## src/rtl/marb_pkg.sv

```systemverilog
package marb_pkg;
    typedef enum logic [1:0] {
        ST_IDLE  = 2'd0,
        ST_OFFER = 2'd1,
        ST_HELD  = 2'd2
    } arb_state_e;
endpackage

```

## src/rtl/marb_chain.sv

```systemverilog
// One daisy chain of device slots sharing a request line and a grant line.
module marb_chain #(
    parameter int DEVS = 4
) (
    input  logic            clk,
    input  logic            rst_n,
    input  logic [DEVS-1:0] req,
    input  logic            gnt_in,
    input  logic            xfer_last,
    output logic            line_req,
    output logic [DEVS-1:0] owner,
    output logic            held,
    output logic            taken
);
    logic [DEVS-1:0] pass;
    logic [DEVS-1:0] take;
    logic [DEVS-1:0] owner_q;

    assign pass[0] = gnt_in;

    // the grant ripples past idle slots and stops at the first requester
    for (genvar j = 0; j < DEVS; j++) begin : g_slot
        assign take[j] = pass[j] & req[j];
        if (j < DEVS - 1) begin : g_fwd
            assign pass[j+1] = pass[j] & ~req[j];
        end
    end

    always_ff @(posedge clk) begin
        if (!rst_n) begin
            owner_q <= '0;
        end else if ((|owner_q) && xfer_last) begin
            owner_q <= '0;
        end else if (|take) begin
            owner_q <= take;
        end
    end

    assign line_req = |req;
    assign owner    = owner_q;
    assign held     = |owner_q;
    assign taken    = |take;

    AST_ONE_OWNER_IN_CHAIN: assert property (@(posedge clk) disable iff (!rst_n)
        $onehot0(owner_q));
    AST_OWNER_WAS_OFFERED: assert property (@(posedge clk) disable iff (!rst_n)
        $rose(held) |-> $past(gnt_in));
endmodule

```

## src/rtl/marb_ctrl.sv

```systemverilog
// Central arbitration state machine: picks a tier and drives its grant line.
module marb_ctrl
    import marb_pkg::*;
#(
    parameter int TIERS = 4
) (
    input  logic             clk,
    input  logic             rst_n,
    input  logic [TIERS-1:0] tier_req,
    input  logic             host_req,
    input  logic             bus_ack,
    input  logic             any_taken,
    output logic [TIERS-1:0] tier_gnt,
    output logic             host_gnt
);
    localparam int SELW = $clog2(TIERS + 1);
    localparam logic [SELW-1:0] HOST_SEL = SELW'(TIERS);

    arb_state_e      state_q, state_d;
    logic [SELW-1:0] sel_q, pick;
    logic            pick_vld;
    logic            load_sel;

    // fixed priority: lowest tier index first, host slot last
    always_comb begin
        pick     = HOST_SEL;
        pick_vld = host_req | (|tier_req);
        for (int t = TIERS - 1; t >= 0; t--) begin
            if (tier_req[t]) pick = SELW'(t);
        end
    end

    always_comb begin
        state_d  = state_q;
        load_sel = 1'b0;
        unique case (state_q)
            ST_IDLE: begin
                if (pick_vld && !bus_ack) begin
                    state_d  = ST_OFFER;
                    load_sel = 1'b1;
                end
            end
            ST_OFFER: begin
                state_d = any_taken ? ST_HELD : ST_IDLE;
            end
            ST_HELD: begin
                if (!bus_ack) begin
                    if (pick_vld) begin
                        state_d  = ST_OFFER;
                        load_sel = 1'b1;
                    end else begin
                        state_d = ST_IDLE;
                    end
                end
            end
            default: state_d = ST_IDLE;
        endcase
    end

    always_ff @(posedge clk) begin
        if (!rst_n) begin
            state_q <= ST_IDLE;
            sel_q   <= '0;
        end else begin
            state_q <= state_d;
            if (load_sel) sel_q <= pick;
        end
    end

    for (genvar t = 0; t < TIERS; t++) begin : g_gnt
        assign tier_gnt[t] = (state_q == ST_OFFER) && (sel_q == SELW'(t));
    end
    assign host_gnt = (state_q == ST_OFFER) && (sel_q == HOST_SEL);

    AST_NO_GNT_WHILE_ACK: assert property (@(posedge clk) disable iff (!rst_n)
        (host_gnt || (|tier_gnt)) |-> !bus_ack);
    AST_GNT_ONEHOT: assert property (@(posedge clk) disable iff (!rst_n)
        $onehot0({host_gnt, tier_gnt}));
    AST_GNT_SINGLE_CYCLE: assert property (@(posedge clk) disable iff (!rst_n)
        (host_gnt || (|tier_gnt)) |=> !(host_gnt || (|tier_gnt)));
    AST_HOST_LOWEST: assert property (@(posedge clk) disable iff (!rst_n)
        $rose(host_gnt) |-> ($past(tier_req) == '0));
endmodule

```

## src/rtl/mlevel_bus_arbiter.sv

```systemverilog
module mlevel_bus_arbiter #(
    parameter int TIERS = 4,
    parameter int DEVS  = 4
) (
    input  logic                  clk,
    input  logic                  rst_n,
    input  logic [TIERS*DEVS-1:0] dev_req,
    input  logic                  host_req,
    input  logic                  xfer_last,
    output logic [TIERS-1:0]      tier_req,
    output logic [TIERS-1:0]      tier_gnt,
    output logic                  host_gnt,
    output logic [TIERS*DEVS-1:0] owner_vec,
    output logic                  host_owner,
    output logic                  bus_ack
);
    logic [TIERS-1:0] tier_held;
    logic [TIERS-1:0] tier_taken;
    logic             host_held, host_taken, host_line;

    for (genvar t = 0; t < TIERS; t++) begin : g_tier
        marb_chain #(.DEVS(DEVS)) u_chain (
            .clk      (clk),
            .rst_n    (rst_n),
            .req      (dev_req[t*DEVS +: DEVS]),
            .gnt_in   (tier_gnt[t]),
            .xfer_last(xfer_last),
            .line_req (tier_req[t]),
            .owner    (owner_vec[t*DEVS +: DEVS]),
            .held     (tier_held[t]),
            .taken    (tier_taken[t])
        );
    end

    marb_chain #(.DEVS(1)) u_host (
        .clk      (clk),
        .rst_n    (rst_n),
        .req      (host_req),
        .gnt_in   (host_gnt),
        .xfer_last(xfer_last),
        .line_req (host_line),
        .owner    (host_owner),
        .held     (host_held),
        .taken    (host_taken)
    );

    assign bus_ack = host_held | (|tier_held);

    marb_ctrl #(.TIERS(TIERS)) u_ctrl (
        .clk      (clk),
        .rst_n    (rst_n),
        .tier_req (tier_req),
        .host_req (host_line),
        .bus_ack  (bus_ack),
        .any_taken(host_taken | (|tier_taken)),
        .tier_gnt (tier_gnt),
        .host_gnt (host_gnt)
    );

    AST_ACK_HOLD: assert property (@(posedge clk) disable iff (!rst_n)
        (bus_ack && !xfer_last) |=> bus_ack);
    AST_ACK_RELEASE: assert property (@(posedge clk) disable iff (!rst_n)
        (bus_ack && xfer_last) |=> !bus_ack);
    AST_SINGLE_BUS_OWNER: assert property (@(posedge clk) disable iff (!rst_n)
        $onehot0({host_owner, owner_vec}));
endmodule

```

## config.mk

```make
export PLATFORM = sky130hd
export DESIGN_NAME = mlevel_bus_arbiter
export DESIGN_NICKNAME = d
export VERILOG_FILES = /design/src/rtl/marb_pkg.sv /design/src/rtl/marb_chain.sv /design/src/rtl/marb_ctrl.sv /design/src/rtl/mlevel_bus_arbiter.sv
export SDC_FILE = /design/constraint.sdc
export NUM_CORES = 1
export LEC_CHECK = 0
export BUFFER_PORTS_ARGS = -buffer_cell sky130_fd_sc_hd__buf_2
export CAP_MARGIN = 30
export CORE_MARGIN = 2
export CORE_UTILIZATION = 47
export CTS_CLUSTER_DIAMETER = 100
export DETAILED_ROUTE_END_ITERATION = 10
export GPL_TIMING_DRIVEN = 0
export PLACE_DENSITY = 0.78
export SLEW_MARGIN = 20
export SYNTH_ARGS = -nofsm -noshare
export SYNTH_HDL_FRONTEND = slang
export SYNTH_SLANG_ARGS = --single-unit
```

## constraint.sdc

```tcl
create_clock -name clk -period 2.3 [get_ports clk]
set_clock_uncertainty 0.15 [all_clocks]
set_input_delay 0.115 -clock clk [delete_from_list [all_inputs] [get_ports clk]]
set_output_delay 0.115 -clock clk [all_outputs]
set_load 0.005 [all_outputs]
```

[After elaboration in Yosys (flattened, before gate mapping)]
Cells that the tools add are included.
Word-level totals
  bits in registers: 22
  input bits: 20
  output and inout port bits: 27
  logic and storage cells: 108
Cells by class
  equality and inequality tests: 8
  muxes and demuxes: 13
  bitwise logic cells: 45
  reductions and logical operators: 35
Operators with widths (count)
  16-bit OR reduction: 3
  4-bit OR reduction: 12
  1-bit bitwise AND: 29
  1-bit NOT: 13
  3-bit 2-to-1 mux: 4
  1-bit logical AND: 11
  2-bit OR reduction: 5
  3-bit by 2-bit equality test with 1-bit output (second input constant): 2
  2-bit 2-to-1 mux: 3
  2-bit case mux with 3 select lines: 1
  1-bit 2-to-1 mux: 4
  3-bit by 1-bit equality test with 1-bit output (second input constant): 1
  3-bit equality test (second input constant): 1
  3-bit zero test: 1
  1-bit OR: 3
  2-bit by 1-bit equality test with 1-bit output (second input constant): 1
  2-bit equality test (second input constant): 1
  2-bit zero test: 1
  2-bit by 1-bit != test with 1-bit output (second input constant): 1
  2-bit != test (second input constant): 1
  1-bit case mux with 2 select lines: 1
  2-bit AND reduction: 1
  1-bit zero test: 1

[Depth between registers and ports, before layout]
Gate-level depths: netlist (run 1).
  depth in word-level cells: 10
  gate-level depth with buffers: 5
  depth with buffers taken out: 5

[Cells and area by module]
From an unflattened synthesis (run 1), not the netlist that was laid out.
Second synthesis, totals
  cells, all modules: 136
  area, all modules: 1159.9 µm²
Modules (own cells, without submodules)
  marb_chain (g_tier[0].u_chain ...): times used 4, cells each 22, area each 200.2 µm², sequential area each 80.1 µm²
  marb_ctrl: times used 1, cells each 35, area each 275.3 µm², sequential area each 100.1 µm²
  marb_chain (u_host): times used 1, cells each 7, area each 58.8 µm², sequential area each 20.0 µm²
  mlevel_bus_arbiter: times used 1, cells each 6, area each 25.0 µm², sequential area each 0.0 µm²

[Least setup slack after synthesis (run 1)]
No wires, ideal clock.
  path type: register to register
  start point: reg g_tier[3].u_chain.owner_q[3]
  end point: reg u_ctrl.sel_q[2]
  library setup time: 119 ps
  arrival: 1344 ps
  required time: 2031 ps
  setup slack: 687 ps
  stages on the path, launching flop included: 5
  path buffers: 0
  clock period less this slack: 1613 ps
  cell sequence: dfxtp_1 nor4_1 nand4_1 or2_1 o221a_1
Between the ends
  cells in the longest elaborated chain, start to end: 6
  elaborated cells on any way between the ends: 7
  classes of those cells: mux (3); bitwise (1); reduce/logical (3)
Ends and longest elaborated chain
  start: declaration: RTL line marb_chain.sv:17  | logic [DEVS-1:0] owner_q;
  start signal: assignment: RTL line marb_chain.sv:35  | owner_q <= take;
  16-bit OR reduction *: RTL line mlevel_bus_arbiter.sv:47  | assign bus_ack = host_held | (|tier_held);
  1-bit OR *: RTL line mlevel_bus_arbiter.sv:47
  1-bit zero test: RTL line marb_ctrl.sv:38  | if (pick_vld && !bus_ack) begin
  1-bit logical AND: RTL line marb_ctrl.sv:38
  1-bit 2-to-1 mux: RTL line marb_ctrl.sv:38
  1-bit case mux with 2 select lines *: RTL line marb_ctrl.sv:36  | unique case (state_q)
  end signal: assignment: RTL line marb_ctrl.sv:66  | if (load_sel) sel_q <= pick;
  end: declaration: RTL line marb_ctrl.sv:20  | logic [SELW-1:0] sel_q, pick;
Every way passes the cells marked *; elsewhere a longest branch is shown, timed or not.
A chain may end at the register's enable or synchronous reset.

[Final worst setup path (run 1)]
  start point: reg g_tier[1].u_chain.owner_q[0]
  end point: out bus_ack
Between the ends
  cells in the longest elaborated chain, start to end: 2
Ends and longest elaborated chain
  start: declaration: RTL line marb_chain.sv:17
  start signal: assignment: RTL line marb_chain.sv:35
  16-bit OR reduction: RTL line mlevel_bus_arbiter.sv:47
  1-bit OR: RTL line mlevel_bus_arbiter.sv:47
  end: declaration: RTL line mlevel_bus_arbiter.sv:15  | output logic bus_ack
No other way between the ends.

==> results of run 1 <==
-- state kept, by name, indices dropped and copies added, names as in the netlist --
register,flops
u_ctrl.state_q,2
u_host.held,1
u_ctrl.sel_q,3
g_tier.u_chain.owner,16
-- metrics by stage --
step	utilization	hold slack [ns]	area, um2
floorplan	-	0.1055	1140
global placement	0.6210	0.2433	1400
detailed placement	0.6210	0.2527	1400
CTS	0.7259	0.008148	1637
global route	0.7236	0.01382	1632
finish	0.7236	-0.02245	1632
-- per-layer routing --
layer  vias up  track usage
met5         -            0
met1       604       0.3287
met4         0      0.08547
li1        645            -
met3         5      0.03107
met2        49       0.4280
-- cells by family (layout without fill, tap and decap cells) --
kind of cell,after synthesis,count (layout)
flip-flops,22,22
buffers and inverters,23,91
AO/OA/AOI/OAI,35,35
AND/OR/NAND/NOR,61,61
multiplexers,1,1
-- timing repair --
| action | CTS | global route |
|---|---|---|
| hold buffers | 20 | 0 |
| endpoints found under the hold margin | 19 | 0 |
| resized for setup | 0 | 1 |
| endpoints found under the setup margin | 0 | 1 |
-- worst max-delay path, cell delays in order, from the launching register on --
cell and delay [ns]:
dfxtp_1 0.35, nor4_1 0.42, nand4_1 0.31, or2_2 0.36
buf_2 0.13
-- path summary, 6_finish.rpt --
kind,from,end,slack [ns],cells past startpoint
setup / recovery,g_tier[1].u_chain.owner[0],bus_ack,0.17,4
hold / removal,dev_req[11],g_tier[2].u_chain.owner[3],-0.02,3
setup reg to reg,g_tier[1].u_chain.owner[0],u_ctrl.sel_q[0],0.39,4
hold reg to reg,u_ctrl.sel_q[0],u_ctrl.sel_q[0],0.35,2
-- cells in the mapped netlist, types with 2 or more instances --
library cell	number
a22oi_1	4
nand2_1	4
o21ai_0	9
inv_1	8
or3_1	2
buf_4	9
dfxtp_1	22
clkbuf_1	5
a21oi_1	7
nor2_1	18
or2_2	2
nand3_1	4
a211oi_1	4
nor4_1	5
or4_1	4
a32oi_1	6
nor3_1	4
nor2b_1	3
and2_1	5
-- power by group through the flow --
| stage | logic, mW | registers [mW] | clock network (mW) |
|---|---|---|---|
| global route | 0.294 | 0.434 | 0.232 |
| detailed placement | 0.236 | 0.437 | 0 |
| finish | 0.264 | 0.429 | 0.209 |
| global placement | 0.226 | 0.436 | 0 |
| floorplan | 0.153 | 0.433 | 0 |
| CTS | 0.260 | 0.428 | 0.213 |
-- area by class of cell --
| type | instances | area (um2) |
|---|---|---|
| multi-input combinational | 97 | 583.1 |
| timing repair buffer | 64 | 415.4 |
| inverter | 8 | 30.03 |
| clock buffer | 4 | 36.28 |
| sequential | 22 | 440.4 |
| tap | 28 | 35.03 |
| fill | 172 | 623.1 |
| buffer | 15 | 91.34 |
==> results.md, run 1 <==
- TritonCTS sink count: 22
- Met1 wire length: between 1000 and 1500 um
- Minimum clock period: 2.129 ns
- Cell-internal power: 631.8 uW
- Commonest non-fill, non-tap cells in the layout: 46 x buf_2, 22 x dfxtp_1, 19 x dlygate4sd3_1, 18 x nor2_1
- Buffers inserted by post-CTS timing repair: 0
- Data arrival time of the worst path: 1.86 ns
- Buffers from clock root to sink, at most: 2
- Clock latency on the worst-skew pair: 0.30 ns
- Period utilization: 0.9256
- Sequential share of the synthesized area: 0.3864
- Number of nets produced by synthesis: 162
- Total global routing overflow: 0
- Post-route ant nets: 0
- RSZ-0062 raised after global routing: false
- Growth of design area from synthesis to finish: 43.14%
- Height of the die: 53.25 um
- Clock power share: 0.232
- CTS tree: done
- Count of H-tree levels built during CTS: 1
- Placement Setup Slack: 0.4429 ns
- Setup-failing EPs final: 0
- First-pass GRT wire length: roughly 5300 um
- Clk pin slew, worst setup/hold paths: 0.12 ns
- Die Width: ~53 um
- Effective utilization at floorplan: 0.5055
- Topmost layer with routed signal wires: met4
- Net switching fraction of the power: 0.2995
- Die Area: about 2800 um2
- Max Transition Viols Final: 0
- Path category of the worst min-delay check: in -> reg
- Dominant combinational cell family by area after synthesis: simple AND/OR/NAND/NOR gates
- Yosys top cell area share: 0.3864
- Capturing element type of the critical path: output port
- Ranking of synthesized cells by area: dfxtp_1 39%, buf_4 5.9%, nor2_1 5.9%
- Num ports: between 40 and 50
- Power, Total: 901.9 uW
- Critical path peak fanout: 6
- Gate power share: 0.292
- Drt first pass iters: 4
- Count of vias placed by the detailed router: 1,303
- Required time of the critical path: 2.04 ns
- Pin count of the biggest net entering global routing: 13
- Dominant cell type by area after synthesis: dfxtp_1
- Number of clock buffers inserted by TritonCTS: 3
- Share of layout cells above drive strength 1: 0.3048
- Slew at the pin closest to its max-slew limit: ~0.54 ns
- Total of flip-flops plus latches after synthesis: 22
- Setup TNS Final: 0 ns
- Async S/R FF share, synth: 0
- Hold slack: -0.02245 ns
- Number of buffers added on ports: 45
- Fmax: approximately 470 MHz
- Leak pwr: 0.7261 nW
- Post-synth design cell area: 1140 um2
- Met2 WL post-DR: 1559 um
- Number of placed instances with taps included: 215
- Failing checks: hold timing
- Critical path class: reg -> out
- Most common cell after layout, fill and taps aside: buf_2
- Reported net switching power: around 270 uW
- Count of flip-flops with a built-in enable after synthesis: 0
- Dominant synthesized flop cell: dfxtp_1
- Number of nets in the layout: 231
- Peak supply drop: 0.3827 mV
- Worst slew margin relative to its limit: 0.6338
- Simple-Gate Fraction of Synth Area: 0.2953
- Power density over the cells: 552.8 nW/um2
- Routed len/inst: 13.28 um
- Post-detailed-placement half-perimeter wirelength: 2248 um
- Multiplexer share of the synthesized area: 0.008782
- Share of power burned in registers: 0.476
- Initial antenna violation count: 0
- Root Driver: clkbuf_4
- Synthesized-area fraction occupied by ao, oa, aoi and oai cells: 0.2031
- Area share of fa/ha/maj cells after synthesis: 0
- Post-synthesis area per instance: around 8 um2
- Met3 Wirelength: about 180 um
- Starting DRC count in detailed routing: 41
- Hold Vio Cnt, Final: 1
- Post-Syn Instances: 142
- Post-detailed-route DRC marker count: 0
- Max-cap violation count: 0
- Placer congestion estimate: slightly below 0.9
- Library cells used by synthesis: 36
- Syn. warnings: 0
- Total Wirelength: 3160 um
- Number of core rows: 17
- Antenna Diode Count: 0
- Minimum setup slack in the final design: 0.1711 ns
- Final standard cell count with taps included and fillers excluded: 238
- Vias in the first global route: ~1,200
- GRT Total Usage: 0.2531
- Post-Synth XOR/XNOR Area: 0
- Vias per std cell: between 5 and 6
- Worst setup SP type: flip-flop
- Result of the run: complete, but fails checks
- Core region area: 2255 um2
(Power assumes the default switching activity.)
==> run 2: changes to the inputs <==
- ABC_CLOCK_PERIOD_IN_PS: not set -> 2300
- CELL_PAD_IN_SITES_DETAIL_PLACEMENT: not set -> 1
- CELL_PAD_IN_SITES_GLOBAL_PLACEMENT: not set -> 1
- CORE_UTILIZATION: 47 -> 33
- PLACE_DENSITY: 0.78 -> not set
- PLACE_DENSITY_LB_ADDON: not set -> 0.1
==> results.md, run 2 (same netlist as run 1, synthesis figures left out) <==
- GRT Total Usage: 0.1913 (-0.06178)
- Placer congestion estimate: 0.7345 (-16%)
- Placement Setup Slack: 0.2912 ns (-0.1517 ns)
- Starting DRC count in detailed routing: 51 (+24%)
- Most common cell after layout, fill and taps aside: buf_2
- Post-Layout Inst Area: 1710 um2 (+4.8%)
- Vias per std cell: 5.085 (-7.1%)
- Cell with the largest stage delay on the worst path: dlygate4sd3_1
- Number of buffers added on ports: 45 (unchanged)
- Number of placed instances with taps included: 233 (+8.4%)
- Worst slew margin relative to its limit: 0.6366 (+0.002841)
- Worst setup SP type: input pin
- Effective utilization at floorplan: 0.3416 (-0.1640)
- Power density over the cells: 589.8 nW/um2 (+6.7%)
- Count of buffer and inverter cells on the critical path: 4 (+3)
- Data arrival time of the worst path: 2.37 ns (+0.51 ns)
- Layer with the highest usage: met2
- TritonCTS sink count: 22 (unchanged)
- Critical path class: in -> reg
- Commonest non-fill, non-tap cells in the layout: 46 x buf_2, 22 x dfxtp_1, 21 x dlygate4sd3_1, 18 x nor2_1
- Met1 Use GR: 0.2261 (-0.1026)
- Required time of the critical path: 2.41 ns (+0.37 ns)
- Setup TNS Final: 0 ns (unchanged)
- Growth of design area from synthesis to finish: 50.05%
- Hold slack: 0.04861 ns (+0.07107 ns)
- Capturing element type of the critical path: flip-flop
- Share of layout cells above drive strength 1: 0.3208 (+0.01599)
- Final standard cell count with taps included and fillers excluded: 258 (+8.4%)
- Buffers from clock root to sink, at most: 2 (unchanged)
- Final core area utilization: 0.5126 (-0.2111)
- Minimum clock period: 2.259 ns (+0.1302 ns)
- Count of H-tree levels built during CTS: 1 (unchanged)
- Initial antenna violation count: 0 (unchanged)
- Buffers inserted by post-CTS timing repair: 0 (unchanged)
- Max-cap violation count: 0 (unchanged)
- Path category of the worst min-delay check: in -> reg
- Max Transition Viols Final: 0 (unchanged)
- Crit path largest cell delay: 0.57 ns (+0.15 ns)
- Setup-failing EPs final: 0 (unchanged)
- Clock latency on the worst-skew pair: 0.31 ns (about the same)
- Routed len/inst: 14.46 um (+8.9%)
- Crit path cell chain: dlygate4sd3_1 -> buf_2 -> or3_1 -> dlygate4sd3_1 -> a211oi_2 -> dlygate4sd3_1
- Number of nets in the layout: 233 (+0.87%)
- Root Driver: clkbuf_4
- Height of the die: 62.77 um (+18%)
- Total global routing overflow: 0 (unchanged)
- Post-detailed-placement half-perimeter wirelength: 2633 um (+17%)
- Placed cell areas: 1423 um2 (+1.6%)
- CTS tree: done
- Die Area: 3940 um2 (+39%)
- Count of vias placed by the detailed router: 1,312 (+0.69%)
- Clk pin slew, worst setup/hold paths: 0.13 ns (about the same)
- Global-route track usage on met2: 0.3642 (-0.06374)
- Peak supply drop: 0.3187 mV (-17%)
- Number of clock buffers inserted by TritonCTS: 3 (unchanged)
- Number of core rows: 21 (+4)
- Drt first pass iters: 5 (+1)
- Family of cells with the greatest summed delay on the critical path: buffers and inverters
- First-pass GRT wire length: 6141 um (+15%)
- Core region area: 3337 um2 (+48%)
- Pin count of the biggest net entering global routing: 14 (+1)
- Critical path peak fanout: 3 (-3)
- Hold Vio Cnt, Final: 0 (-1)
- Fmax: 442.7 MHz (-5.8%)
- # fillers: 456 (+170%)
- Power, Total: 1.009 mW (+12%)
- Antenna Diode Count: 0 (unchanged)
- Slew at the pin closest to its max-slew limit: 0.5406 ns (-0.003017 ns)
- Num ports: 47 (unchanged)
- Die Width: 62.77 um (+18%)
- Minimum setup slack in the final design: 0.04088 ns (-0.1302 ns)
- Number of flip-flops in the largest register: 16 (unchanged)
- Vias in the first global route: 1,293 (+4.3%)
- Period utilization: 0.9822 (+0.05661)
- Post-route ant nets: 0 (unchanged)
- Leak pwr: 0.7592 nW (+4.6%)
- Post-detailed-route DRC marker count: 0 (unchanged)
- Cell occurring most often along the worst timing path: dlygate4sd3_1
- Total Wirelength: 3731 um (+18%)
- Result of the run: completed
- RSZ-0062 raised after global routing: false
- GR met3 Demand/Resource: 0.02883 (-0.002245)
## run 2: cell count changes in the layout (fill, tap and decap cells not counted), sizes merged
cell and change:
dlygate4sd3 +2, bufinv +1, clkbuf -1
## run 2: final timing paths
check | from | end | slack, ns | cells after the start
worst max-delay path | dev_req[14] | g_tier[3].u_chain.owner[3] | 0.04 | 6
worst min-delay path | dev_req[12] | g_tier[3].u_chain.owner[1] | 0.05 | 4
worst max register to register | g_tier[2].u_chain.owner[2] | g_tier[2].u_chain.owner[3] | 0.17 | 4
worst min register to register | g_tier[0].u_chain.owner[0] | g_tier[0].u_chain.owner[0] | 0.37 | 2
## run 2: timing repair
action / 4_1_cts / 5_1_grt
endpoints found under the setup margin: 0 / 4
endpoints found under the hold margin: 21 / 0
hold buffers: 21 / 0
resized for setup: 0 / 5
## run 2: final cells by class
class | count | area, um2 | area share
clock buffer | 3 | 22.52 | 0.01317
multi-input combinational | 97 | 603.1 | 0.3526
sequential | 22 | 440.4 | 0.2575
tap | 46 | 57.56 | 0.03365
clock inverter | 1 | 30.03 | 0.01756
buffer | 15 | 91.34 | 0.05340
inverter | 8 | 30.03 | 0.01756
timing repair buffer | 66 | 435.4 | 0.2546
## run 2: where the power goes
part	leakage (nW)	switching [mW]	total, mW	internal [mW]
clock network	0.0279	0.122	0.298	0.176
registers	0.178	0.0288	0.435	0.406
logic	0.553	0.138	0.276	0.138
## run 2: routing by layer
metal  vias up  wire length (um)
met5         -                 0
met4         0                37
met3         4                97
met2        25              1967
met1       634              1630
li1        649                 -
## run 2: tightest hold or removal path: stages
cell     delay, ns
buf_2         0.13
inv_1         0.05
a32oi_1       0.09
nor2_1        0.09
==> run 3: changes to the inputs <==
- ABC_CLOCK_PERIOD_IN_PS: 2300 -> 2900
- CORE_UTILIZATION: 33 -> 35
- clock period: 2.3 -> 2.9 ns (I/O delays scaled with it)
==> results.md, run 3 (same netlist as run 1, synthesis figures left out) <==
- CTS tree: done
- Path category of the worst min-delay check: in -> reg
- RSZ-0062 raised after global routing: false
- Max Transition Viols Final: 0 (unchanged)
- Power density over the cells: 450.7 nW/um2 (-24%)
- Slew at the pin closest to its max-slew limit: 0.5525 ns (+0.01198 ns)
- Number of flip-flops in the largest register: 16 (unchanged)
- Share of power burned in registers: 0.476 (+0.045)
- GRT Total Usage: 0.2010 (+0.009717)
- Effective utilization at floorplan: 0.3703 (+0.02874)
- TritonCTS sink count: 22 (unchanged)
- Worst slew margin relative to its limit: 0.6286 (-0.008053)
- Period utilization: 0.8022
- Critical path class: in -> reg
- Number of core rows: 20 (-4.8%)
- Hold-critical path depth: 3 (-1)
- Leak pwr: 0.7081 nW (-6.7%)
- Height of the die: 61.07 um (-2.7%)
- Setup TNS Final: 0 ns (unchanged)
- Starting DRC count in detailed routing: 57 (+12%)
- Power, Total: 715.0 uW (-29%)
- Root Driver: clkbuf_4
- Post-detailed-placement half-perimeter wirelength: 2643 um (+0.37%)
- Peak supply drop: 0.2273 mV (-29%)
- Commonest non-fill, non-tap cells in the layout: 46 x buf_2, 22 x dfxtp_1, 18 x nor2_1, 13 x dlygate4sd3_1
- Hold slack: -0.001700 ns (-0.05031 ns)
- Result of the run: complete, but fails checks
- Antenna Diode Count: 0 (unchanged)
- Number of clock buffers inserted by TritonCTS: 3 (unchanged)
- Reported net switching power: 220.4 uW (-24%)
- Fmax: between 400 and 500 MHz
- Minimum clock period: 2.326 ns
- R2R cell count: 6 (+2)
- Num ports: 47 (unchanged)
- Capturing element type of the critical path: flip-flop
- Count of H-tree levels built during CTS: 1 (unchanged)
- Buffers from clock root to sink, at most: 2 (unchanged)
- Post-route ant nets: 0 (unchanged)
- Placer congestion estimate: 0.7870 (+7.1%)
- Net switching fraction of the power: 0.3083 (+0.02158)
- Clock power share: 0.238 (-0.057)
- Drt first pass iters: 4 (-1)
- Setup-failing EPs final: 0 (unchanged)
- Clock latency on the worst-skew pair: 0.31 ns (about the same)
- Vias in the first global route: 1,238 (-4.3%)
- Initial antenna violation count: 0 (unchanged)
- Total global routing overflow: 0 (unchanged)
- Routed len/inst: 14.45 um (about the same)
- Die Area: 3729 um2 (-5.4%)
- Total Wirelength: 3584 um (-3.9%)
- Cell-internal power: 494.5 uW (-31%)
- Post-detailed-route DRC marker count: 0 (unchanged)
- Most common cell after layout, fill and taps aside: buf_2
- Buffers inserted by post-CTS timing repair: 0 (unchanged)
- Required time of the critical path: 3.01 ns (+0.60 ns)
- Number of buffers added on ports: 45 (unchanged)
- Hold Vio Cnt, Final: 1 (+1)
- Pin count of the biggest net entering global routing: 13 (-1)
- First-pass GRT wire length: 5630 um (-8.3%)
- Data arrival time of the worst path: 2.44 ns (+0.07 ns)
- Resized Gates After CTS: 0 (unchanged)
- Failing checks: hold timing
- Share of layout cells above drive strength 1: 0.3088 (-0.01193)
- Gate power share: 0.286 (+0.012)
- Growth of design area from synthesis to finish: 39.19%
- Count of vias placed by the detailed router: 1,280 (-2.4%)
- Critical path peak fanout: 3 (unchanged)
- Max-cap violation count: 0 (unchanged)
- Clk pin slew, worst setup/hold paths: 0.12 ns (about the same)
- Vias per std cell: 5.161 (+1.5%)
- Die Width: 61.07 um (-2.7%)
- Core region area: 3078 um2 (-7.8%)
- Worst setup SP type: input pin
- Number of nets in the layout: 225 (-3.4%)
## run 3: cell count changes in the layout (fill, tap and decap cells not counted), sizes merged
cell / change
dlygate4sd3: -8
bufinv: -1
clkbuf: +1
## run 3: final timing paths
path / from / end / slack (ns)
setup reg to reg: u_ctrl.state_q[0] / g_tier[2].u_chain.owner[3] / 0.73
hold / removal: dev_req[9] / g_tier[2].u_chain.owner[1] / -0.002
setup / recovery: dev_req[10] / g_tier[2].u_chain.owner[3] / 0.57
hold reg to reg: g_tier[0].u_chain.owner[0] / g_tier[0].u_chain.owner[0] / 0.36
## run 3: final cells by class
cell class / instances / area [um2]
fillers: 422 / 1491
well taps: 44 / 55.05
plain buffers: 15 / 91.34
flip-flops and latches: 22 / 440.4
repair buffers: 58 / 355.3
multi-input cells: 97 / 578.1
inverters: 8 / 30.03
clock buffers: 4 / 36.28
## run 3: stage by stage
step	setup slack, ns	utilization	std cells	cell area [um2]
floorplan	1.287	-	142	1140
detailed placement	0.8777	0.4614	231	1420
finish	0.5737	0.5154	248	1587
global placement	0.9626	0.4614	231	1420
CTS	0.6224	0.5089	246	1567
global route	0.4840	0.5154	248	1587
## run 3: worst max-delay path, stage by stage
cell and delay [ns]:
dlygate4sd3_1 0.55, buf_2 0.14, or3_1 0.29, dlygate4sd3_1 0.57, a211oi_1 0.18, dlygate4sd3_1 0.57
## run 3: layer usage
metal | global-route usage | wire length, um
met5 | 0 | 0
met4 | 0.05590 | 38
met3 | 0.01891 | 110
met2 | 0.3480 | 1852
met1 | 0.2668 | 1583
## run 3: what timing repair did
item,in CTS,in global routing
endpoints found under the hold margin,12,1
endpoints found under the setup margin,0,0
hold buffers,11,2
## run 3: power by group through the flow
stage	logic, mW	clock network [mW]	registers, mW
3_5_place_dp	0.193	0	0.347
3_3_place_gp	0.185	0	0.346
5_1_grt	0.231	0.192	0.344
2_1_floorplan	0.122	0	0.343
4_1_cts	0.204	0.173	0.340
6_report	0.205	0.170	0.340
